File: src/rtl/dram_refresh_pkg.sv
package dram_refresh_pkg;

    typedef enum logic [2:0] {
        ST_PAUSE,
        ST_IDLE,
        ST_CASSET,
        ST_RASLOW,
        ST_PRECH,
        ST_SELF,
        ST_SELFEXIT
    } seq_state_e;

    typedef enum logic [1:0] {
        MD_NORMAL,
        MD_WAKE,
        MD_SELF
    } seq_mode_e;

endpackage

File: src/rtl/refresh_interval_timer.sv
module refresh_interval_timer #(
    parameter int INTERVAL = 780
) (
    input  logic clk,
    input  logic rst_n,
    input  logic run,
    output logic tick
);
    localparam int TW = $clog2(INTERVAL + 1);

    typedef struct packed {
        logic [TW-1:0] ivl;
    } tmr_t;

    tmr_t tmr_d, tmr_q;

    always_comb begin
        tmr_d = tmr_q;
        tick  = 1'b0;
        if (!run) begin
            tmr_d.ivl = '0;
        end else if (tmr_q.ivl == TW'(INTERVAL - 1)) begin
            tmr_d.ivl = '0;
            tick      = 1'b1;
        end else begin
            tmr_d.ivl = tmr_q.ivl + 1'b1;
        end
    end

    always_ff @(posedge clk or negedge rst_n) begin
        if (!rst_n) tmr_q <= '0;
        else        tmr_q <= tmr_d;
    end
endmodule

File: src/rtl/refresh_debt_counter.sv
module refresh_debt_counter #(
    parameter int DEBT_MAX = 3
) (
    input  logic clk,
    input  logic rst_n,
    input  logic clear,
    input  logic tick,
    input  logic done,
    output logic pending,
    output logic urgent,
    output logic lost
);
    localparam int DW = $clog2(DEBT_MAX + 1);

    typedef struct packed {
        logic [DW-1:0] debt;
    } debt_t;

    debt_t dbt_d, dbt_q;

    always_comb begin
        dbt_d = dbt_q;
        lost  = 1'b0;
        if (clear) begin
            dbt_d.debt = '0;
        end else if (tick && dbt_q.debt == DW'(DEBT_MAX)) begin
            dbt_d.debt = '0;
            lost       = 1'b1;
        end else if (tick && !done) begin
            dbt_d.debt = dbt_q.debt + 1'b1;
        end else if (!tick && done && dbt_q.debt != '0) begin
            dbt_d.debt = dbt_q.debt - 1'b1;
        end
    end

    always_ff @(posedge clk or negedge rst_n) begin
        if (!rst_n) dbt_q <= '0;
        else        dbt_q <= dbt_d;
    end

    assign pending = (dbt_q.debt != '0);
    assign urgent  = (dbt_q.debt == DW'(DEBT_MAX));
endmodule

File: src/rtl/refresh_cycle_fsm.sv
module refresh_cycle_fsm
    import dram_refresh_pkg::*;
#(
    parameter int PAUSE_CYC    = 10000,
    parameter int WAKE_CNT     = 8,
    parameter int CSR_CYC      = 1,
    parameter int CHR_CYC      = 1,
    parameter int RAS_CYC      = 3,
    parameter int RP_CYC       = 2,
    parameter int SELF_MIN_CYC = 5000
) (
    input  logic clk,
    input  logic rst_n,
    input  logic ref_gnt,
    input  logic lp_req,
    input  logic debt_pending,
    input  logic lost,
    output logic ref_req,
    output logic init_done,
    output logic lp_ack,
    output logic ras_n,
    output logic cas_low,
    output logic cbr_done,
    output logic acct_en
);
    localparam int M1 = (PAUSE_CYC > SELF_MIN_CYC) ? PAUSE_CYC : SELF_MIN_CYC;
    localparam int M2 = (RAS_CYC > RP_CYC) ? RAS_CYC : RP_CYC;
    localparam int M3 = (M2 > CSR_CYC) ? M2 : CSR_CYC;
    localparam int MAXC = (M1 > M3) ? M1 : M3;
    localparam int CW = $clog2(MAXC + 1);
    localparam int WW = $clog2(WAKE_CNT + 1);

    typedef struct packed {
        seq_state_e    st;
        seq_mode_e     mode;
        logic [CW-1:0] cnt;
        logic [WW-1:0] wcnt;
        logic          wake_pend;
        logic          ready;
    } fsm_t;

    fsm_t s_d, s_q;
    logic want;

    always_comb begin
        s_d      = s_q;
        cbr_done = 1'b0;
        want     = s_q.wake_pend || (lp_req && s_q.ready) || debt_pending;
        unique case (s_q.st)
            ST_PAUSE: begin
                if (s_q.cnt == CW'(PAUSE_CYC - 1)) begin
                    s_d.st        = ST_IDLE;
                    s_d.cnt       = '0;
                    s_d.wake_pend = 1'b1;
                end else begin
                    s_d.cnt = s_q.cnt + 1'b1;
                end
            end
            ST_IDLE: begin
                if (want && ref_gnt) begin
                    s_d.st   = ST_CASSET;
                    s_d.cnt  = '0;
                    s_d.wcnt = '0;
                    if (s_q.wake_pend)               s_d.mode = MD_WAKE;
                    else if (lp_req && s_q.ready)    s_d.mode = MD_SELF;
                    else                             s_d.mode = MD_NORMAL;
                end
            end
            ST_CASSET: begin
                if (s_q.cnt == CW'(CSR_CYC - 1)) begin
                    s_d.st  = (s_q.mode == MD_SELF) ? ST_SELF : ST_RASLOW;
                    s_d.cnt = '0;
                end else begin
                    s_d.cnt = s_q.cnt + 1'b1;
                end
            end
            ST_RASLOW: begin
                if (s_q.cnt == CW'(RAS_CYC - 1)) begin
                    s_d.st  = ST_PRECH;
                    s_d.cnt = '0;
                end else begin
                    s_d.cnt = s_q.cnt + 1'b1;
                end
            end
            ST_PRECH: begin
                if (s_q.cnt == CW'(RP_CYC - 1)) begin
                    s_d.cnt = '0;
                    if (s_q.mode == MD_WAKE) begin
                        if (s_q.wcnt == WW'(WAKE_CNT - 1)) begin
                            s_d.st        = ST_IDLE;
                            s_d.mode      = MD_NORMAL;
                            s_d.ready     = 1'b1;
                            s_d.wake_pend = 1'b0;
                        end else begin
                            s_d.wcnt = s_q.wcnt + 1'b1;
                            s_d.st   = ST_CASSET;
                        end
                    end else begin
                        s_d.st   = ST_IDLE;
                        s_d.mode = MD_NORMAL;
                        cbr_done = 1'b1;
                    end
                end else begin
                    s_d.cnt = s_q.cnt + 1'b1;
                end
            end
            ST_SELF: begin
                if (s_q.cnt == CW'(SELF_MIN_CYC - 1)) begin
                    if (!lp_req) begin
                        s_d.st  = ST_SELFEXIT;
                        s_d.cnt = '0;
                    end
                end else begin
                    s_d.cnt = s_q.cnt + 1'b1;
                end
            end
            ST_SELFEXIT: begin
                if (s_q.cnt == CW'(RP_CYC - 1)) begin
                    s_d.st   = ST_IDLE;
                    s_d.mode = MD_NORMAL;
                    s_d.cnt  = '0;
                end else begin
                    s_d.cnt = s_q.cnt + 1'b1;
                end
            end
            default: s_d.st = ST_IDLE;
        endcase
        if (lost) begin
            s_d.wake_pend = 1'b1;
            s_d.ready     = 1'b0;
        end
    end

    always_ff @(posedge clk or negedge rst_n) begin
        if (!rst_n) begin
            s_q.st        <= ST_PAUSE;
            s_q.mode      <= MD_NORMAL;
            s_q.cnt       <= '0;
            s_q.wcnt      <= '0;
            s_q.wake_pend <= 1'b0;
            s_q.ready     <= 1'b0;
        end else begin
            s_q <= s_d;
        end
    end

    assign ras_n     = !(s_q.st == ST_RASLOW || s_q.st == ST_SELF);
    assign cas_low   = (s_q.st == ST_CASSET) || (s_q.st == ST_SELF) ||
                       (s_q.st == ST_RASLOW && s_q.cnt < CW'(CHR_CYC));
    assign ref_req   = (s_q.st != ST_PAUSE && s_q.st != ST_IDLE) ||
                       (s_q.st == ST_IDLE && want);
    assign init_done = s_q.ready;
    assign lp_ack    = (s_q.st == ST_SELF);
    assign acct_en   = s_q.ready && (s_q.mode != MD_SELF);
endmodule

File: src/rtl/dram_refresh_seq.sv
module dram_refresh_seq #(
    parameter int PAUSE_CYC    = 10000,
    parameter int WAKE_CNT     = 8,
    parameter int REF_INTERVAL = 780,
    parameter int CSR_CYC      = 1,
    parameter int CHR_CYC      = 1,
    parameter int RAS_CYC      = 3,
    parameter int RP_CYC       = 2,
    parameter int SELF_MIN_CYC = 5000,
    parameter int DEBT_MAX     = 3,
    parameter int CAS_LANES    = 2
) (
    input  logic                 clk,
    input  logic                 rst_n,
    input  logic                 ref_gnt,
    input  logic                 lp_req,
    output logic                 ref_req,
    output logic                 ref_urgent,
    output logic                 init_done,
    output logic                 lp_ack,
    output logic                 ras_n,
    output logic [CAS_LANES-1:0] cas_n
);
    logic tick, acct_en, cbr_done, debt_pending, lost, cas_low;

    refresh_interval_timer #(.INTERVAL(REF_INTERVAL)) u_timer (
        .clk   (clk),
        .rst_n (rst_n),
        .run   (acct_en),
        .tick  (tick)
    );

    refresh_debt_counter #(.DEBT_MAX(DEBT_MAX)) u_debt (
        .clk     (clk),
        .rst_n   (rst_n),
        .clear   (!acct_en),
        .tick    (tick),
        .done    (cbr_done),
        .pending (debt_pending),
        .urgent  (ref_urgent),
        .lost    (lost)
    );

    refresh_cycle_fsm #(
        .PAUSE_CYC    (PAUSE_CYC),
        .WAKE_CNT     (WAKE_CNT),
        .CSR_CYC      (CSR_CYC),
        .CHR_CYC      (CHR_CYC),
        .RAS_CYC      (RAS_CYC),
        .RP_CYC       (RP_CYC),
        .SELF_MIN_CYC (SELF_MIN_CYC)
    ) u_fsm (
        .clk          (clk),
        .rst_n        (rst_n),
        .ref_gnt      (ref_gnt),
        .lp_req       (lp_req),
        .debt_pending (debt_pending),
        .lost         (lost),
        .ref_req      (ref_req),
        .init_done    (init_done),
        .lp_ack       (lp_ack),
        .ras_n        (ras_n),
        .cas_low      (cas_low),
        .cbr_done     (cbr_done),
        .acct_en      (acct_en)
    );

    for (genvar g = 0; g < CAS_LANES; g++) begin : g_lane
        assign cas_n[g] = !cas_low;
    end
endmodule

File: config.mk
export PLATFORM = sky130hd
export DESIGN_NAME = dram_refresh_seq
export DESIGN_NICKNAME = d
export VERILOG_FILES = /design/src/rtl/dram_refresh_pkg.sv /design/src/rtl/refresh_interval_timer.sv /design/src/rtl/refresh_debt_counter.sv /design/src/rtl/refresh_cycle_fsm.sv /design/src/rtl/dram_refresh_seq.sv
export SDC_FILE = /design/constraint.sdc
export NUM_CORES = 1
export LEC_CHECK = 0
export CORE_ASPECT_RATIO = 0.7
export CORE_MARGIN = 3
export CORE_UTILIZATION = 30
export CTS_CLUSTER_SIZE = 14
export DETAILED_ROUTE_END_ITERATION = 12
export DONT_BUFFER_PORTS = 1
export SLEW_MARGIN = 15
export SYNTH_ARGS = -nofsm -noshare
export SYNTH_HDL_FRONTEND = slang
export SYNTH_HIERARCHICAL = 1
export SYNTH_SLANG_ARGS = --single-unit
export TNS_END_PERCENT = 5
File: constraint.sdc
create_clock -name clk -period 2.9 [get_ports clk]
set_clock_uncertainty 0.05 [all_clocks]
set_input_delay 0.145 -clock clk [delete_from_list [all_inputs] [get_ports clk]]
set_output_delay 0.145 -clock clk [all_outputs]
set_load 0.01 [all_outputs]
* Word-level counts from Yosys, hierarchy flattened *
Index checks and enable logic that the tools add are counted.

cells by class
  add/subtract/negate cells = 5
  multipliers = 0
  divide/modulo/power cells = 0
  $lt $le $gt $ge = 1
  eq/ne operators = 34
  shift operators = 0
  multiplexer cells = 45
  bitwise gates (word level) = 0
  reductions and logical operators = 39

operators with widths
  kind                                                         count
  two-way mux 14 bit                                           6
  case mux 14 bit (6 select lines)                             1
  two-way mux 23 bit                                           1
  case mux 3 bit (7 select lines)                              1
  two-way mux 10 bit                                           2
  two-way mux 2 bit                                            10
  two-way mux 3 bit                                            6
  != test 2 x 1 -> 1 bit, second input constant                8
  two-way mux 5 bit                                            3
  AND reduction 5 bit                                          3
  adder 14 x 1 -> 14 bit, second input constant                1
  == test 14 x 1 -> 1 bit, second input constant               1
  == test 14 x 13 -> 1 bit, second input constant              1
  == test 14 bit, second input constant                        1
  == test 14 x 2 -> 1 bit, second input constant               1
  zero test 14 bit                                             1
  less-than comparator 14 x 1 -> 1 bit, second input constant  1
  two-way mux 6 bit                                            2
  != test 3 x 2 -> 1 bit, second input constant                4
  nonzero test 2 bit                                           6
  adder 10 x 1 -> 10 bit, second input constant                1
  == test 10 bit, second input constant                        1
  logical AND 1 bit                                            10
  == test 3 bit, second input constant                         3
  26 further kinds                                             49

storage, ports and cells
  register bits = 37
  bits in latches = 0
  memory bits (writable) = 0
  ROM bits = 0
  bits of input ports = 4
  output and inout port bits = 7
  word-level logic and storage cells = 132
  memories = 0

* Logic depth before layout (Yosys ltp) *
  depth after elaboration = 10
  gate-level depth with buffers = 9
  depth with buffers taken out = 7

* Hierarchy *
The synthesis kept the hierarchy.

by module, submodules not included
  module                  instances  cells an instance  area an instance (um^2)  sequential area each (um^2)
  refresh_cycle_fsm       1          216                1866.8                   625.6
  refresh_interval_timer  1          50                 509.2                    250.2
  refresh_debt_counter    1          14                 131.4                    50.0
  dram_refresh_seq        1          3                  15.0                     0.0

* Worst setup path after synthesis *
OpenSTA, ideal clock, no wires.

  path type = flip-flop to flip-flop
  from = register u_fsm/s_q[17] (netlist name)
  to = register u_fsm/s_q[1] (netlist name)
  library setup time = 0.126 ns
  arrival = 2.275 ns
  required time = 2.724 ns
  path slack = 0.449 ns
  cell stages (with the launch flop) = 8
  buffers on the path = 2
  clock period less this slack = 2.451 ns
  cell sequence = dfrtp_1 -> buf_6 -> or4_4 -> nor4_4 -> nor2b_1 -> buf_6 -> or4_4 -> a221o_1

between the ends
  word-level cells in the longest chain between the ends = 3
  elaborated cells on any way between the ends = 5
  those cells by class = 4 x eq/ne; 1 x reduce/logical

RTL lines
  item                                                              RTL line                                          text
  from (decl)                                                       refresh_cycle_fsm.sv:42                           fsm_t s_d, s_q;
  == test 14 x 1 -> 1 bit / == test 14 bit (equally long branches)  refresh_cycle_fsm.sv:86, refresh_cycle_fsm.sv:51
  != test 3 x 2 -> 1 bit (no line)                                  --
  AND reduction 5 bit (no line) (*)                                 --

Mark *: on every way between the ends. The rest lies on a longest branch, timed or not.
A chain may end at the register's enable or synchronous reset.

* Final worst setup path *
Ends and elaborated chain as after synthesis.

==> reports/qor.yml <==
outcome: "complete, no violations"
post_route_core_utilization: 0.360
post-route-min-period_ns: 2.68
initial_utilization: 0.315
synth.ff_latch_count: 37
cts-root-buf: "clkbuf_16"
final_layout_size_suffix_gt1_frac: 0.162
post_synthesis_net_count: 294
grt_start_max_net_pins: 38
worst_setup_ep: "u_fsm/s_q[1]$_DFFE_PN0P_"
postLayoutCellArea_sq_um: 2880
routed_via_density: 5.62
fin_setup_tns_ns: 0
place_inst: 387
fp.dieH_um: 82.7
post-cts-setup-buffer-count: 0
num_antenna_cells: 0
synth-edff-count: 0
vdd_drop_max_mv: 0.217
timing.critical_path.from_type: "flop"
synthToLayoutAreaGrowth_pct: 14.2
cp.required_ns: 3.01
final_hold_viol_count: 0
place_hpwl_um: 4600
power-per-cell-area_nw_per_um2: 368
globalRouteOverflowTotal: 0
place.gp.congestion: 0.899
drtAntennaViolNets: 0
grt_antenna_before_repair: 0
max_freq_ghz: 0.374
finish.net_count: 306
postSynthAreaPerCell_sq_um: 8.91
synth-async-reset-ratio: 1.00
max_slew.worst_pin.slew_ns: 0.855
timing.setup.critical_path_class: "flop to flop"
dieWidth_um: 116
cts_tree: "done"
cts_made_buffers: 5
reg2reg_depth: 5
timing.critical_path.arrival_ns: 2.79
vias: 2231
clock_insertion_delay_worst_skew_ns: 0.28
tritoncts_num_sinks: 37
grt.total_usage: 0.134
final.period_utilization: 0.923
netlist_area_sq_um: 2520
critPathCaptureType: "flop"
std_cell_rows: 27
detailedRoute.firstIterationViolations: 184
clk_pin_slew_worst_paths_ns: 0.06
ys_seq_area_frac: 0.367
rr_startpoint: "u_fsm/s_q[17]$_DFFE_PN0P_"
synthesis.yosys.warnings: 6
finalWirelength_um: 6150
grt_first_pass_wirelength_um: 10200
first_global_vias: 2017
cp_max_fanout: 9
slew_violations: 0
timing.max_slew.rel_slack: 0.428
placeableCoreArea_sq_um: 8010
num_io_pins: 11
rrSetupSlack_ns: 0.22
rr_endpoint: "u_fsm/s_q[1]$_DFFE_PN0P_"
drt_first_pass_iters: 5
syn-instance-count: 283
die_area_sq_um: 9560
post_drt_wl_per_cell_um: 15.5
setup_repair_after_global_routing_missed_its_margin: "false"
port-buffer-count: 0
yosysUniqueCellTypes: 58
post_place_instance_area_sq_um: 2700
cts_htree_levels: 2
dominantRegCellSynth: "dfrtp_1"
total_leakage_power_uw: 0.00112
drv_cap: 0
cts_buffer_depth: 2
post-route-drc-count: 0
worst_setup_path_startpoint: "u_fsm/s_q[17]$_DFFE_PN0P_"
finalNonFillerCells: 397
report.final.setup_viol: 0
hold_path.class: "input pin to flop"
## cells by family after synthesis
logic type / after synthesis / synth area share
AOI/OAI and AO/OA: 74 / 0.216
xor gates and xnor gates: 5 / 0.0174
adders and majority gates: 7 / 0.0347
buffers and inverters: 29 / 0.0541
DFF: 37 / 0.367
muxes: 4 / 0.0174
and+or+nand+nor: 127 / 0.294
## layout make-up
| class | count | area (sq um) |
|---|---|---|
| clock buffers | 5 | 125 |
| clock inverters | 3 | 17.5 |
| fillers | 791 | 5120 |
| inverters | 15 | 56.3 |
| multi-input cells | 217 | 1470 |
| flip-flops and latches | 37 | 926 |
| well taps | 101 | 126 |
| repair buffers | 19 | 158 |
## sequential cells by signal, indices dropped and copies added (netlist names)
register,flops
u_debt/dbt_q,2
u_fsm/init_done,1
u_fsm/s_q,24
u_timer/tmr_q,10
## cell usage in the layout (no fill, tap or decap), types with 2 or more instances in the layout
cell,synthesis,final
nor2_1,15,15
clkinv_2,0,2
mux2_2,3,3
dfrtp_1,37,37
o311ai_0,5,5
o21ai_0,13,13
inv_1,15,15
nor3_1,5,5
nand4_1,6,6
or4_4,3,3
a21oi_1,14,14
or4bb_1,2,2
o31ai_1,9,9
nor4_4,2,2
nand3b_1,2,2
o211ai_1,12,12
nor4_1,3,3
and2_1,3,3
nand3_1,12,12
or3_1,12,12
ha_1,7,7
clkbuf_16,0,5
buf_4,3,17
o41ai_1,2,2
or4_1,4,4
nand2_1,35,35
a211o_1,4,4
or2_2,3,3
nand2b_1,5,5
nor2b_1,4,4
xor2_1,4,4
and3_1,3,3
## synth_stat cells, types with 5 or more instances
| library cell | count | share of area |
|---|---|---|
| o21ai_0 | 13 | 0.026 |
| or3_1 | 12 | 0.030 |
| nor3_1 | 5 | 0.0099 |
| o31ai_1 | 9 | 0.027 |
| nand4_1 | 6 | 0.015 |
| o311ai_0 | 5 | 0.017 |
| nand2b_1 | 5 | 0.012 |
| nor2_1 | 15 | 0.022 |
| dfrtp_1 | 37 | 0.37 |
| ha_1 | 7 | 0.035 |
| a21oi_1 | 14 | 0.028 |
| nand2_1 | 35 | 0.052 |
| nand3_1 | 12 | 0.024 |
| o211ai_1 | 12 | 0.036 |
| inv_1 | 15 | 0.022 |
| clkbuf_1 | 7 | 0.010 |
## where the power goes
group | leakage (uW) | internal (uW) | switching (uW)
registers | 0.000471 | 516 | 0
logic | 0.000578 | 3.86 | 11.4
clock network | 0.0000696 | 315 | 214
## worst max-delay path, cell delays in order (launching register included)
cell and delay [ns]:
dfrtp_1 0.46, or4_4 0.59, nor4_4 0.41, nor2b_1 0.25, or4_4 0.47, a221o_1 0.32
## repair_timing
action / CTS / global route
hold buffers: 2 / 0
resized for setup: 0 / 2
hold endpoints to repair: 37 / 0
endpoints found under the setup margin: 0 / 6
## worst min path at each step
stage / start / endpoint / slack [ns] / depth (start not counted)
after CTS: lp_req / u_fsm/s_q[21]$_DFFE_PN0P_ / 0.11 / 3
after floorplan: rst_n / u_debt/dbt_q[0]$_DFFE_PN0P_ / -0.20 / 0
after global placement: rst_n / u_timer/tmr_q[5]$_DFF_PN0_ / -0.20 / 0
final: lp_req / u_fsm/s_q[21]$_DFFE_PN0P_ / 0.12 / 3
after detailed placement: rst_n / u_timer/tmr_q[5]$_DFF_PN0_ / -0.20 / 0
after global routing: ref_gnt / u_fsm/s_q[5]$_DFFE_PN0P_ / 0.16 / 3
## routing by layer
layer	wire length (um)	vias up	track usage
li1	-	1084	-
met1	3320	1083	0.210
met2	2500	61	0.189
met3	310	3	0.0284
met4	21	0	0.0211
met5	0	-	0
## per-stage QoR
stage / total power (uW) / setup WS (ns) / hold slack, ns
2_1_floorplan: 527 / 0.449 / -0.201
3_3_place_gp: 527 / 0.234 / -0.199
3_5_place_dp: 527 / 0.0980 / -0.200
4_1_cts: 1080 / 0.0904 / 0.114
5_1_grt: 1100 / 0.136 / 0.162
6_report: 1060 / 0.223 / 0.122
(Power assumes the default switching activity.)
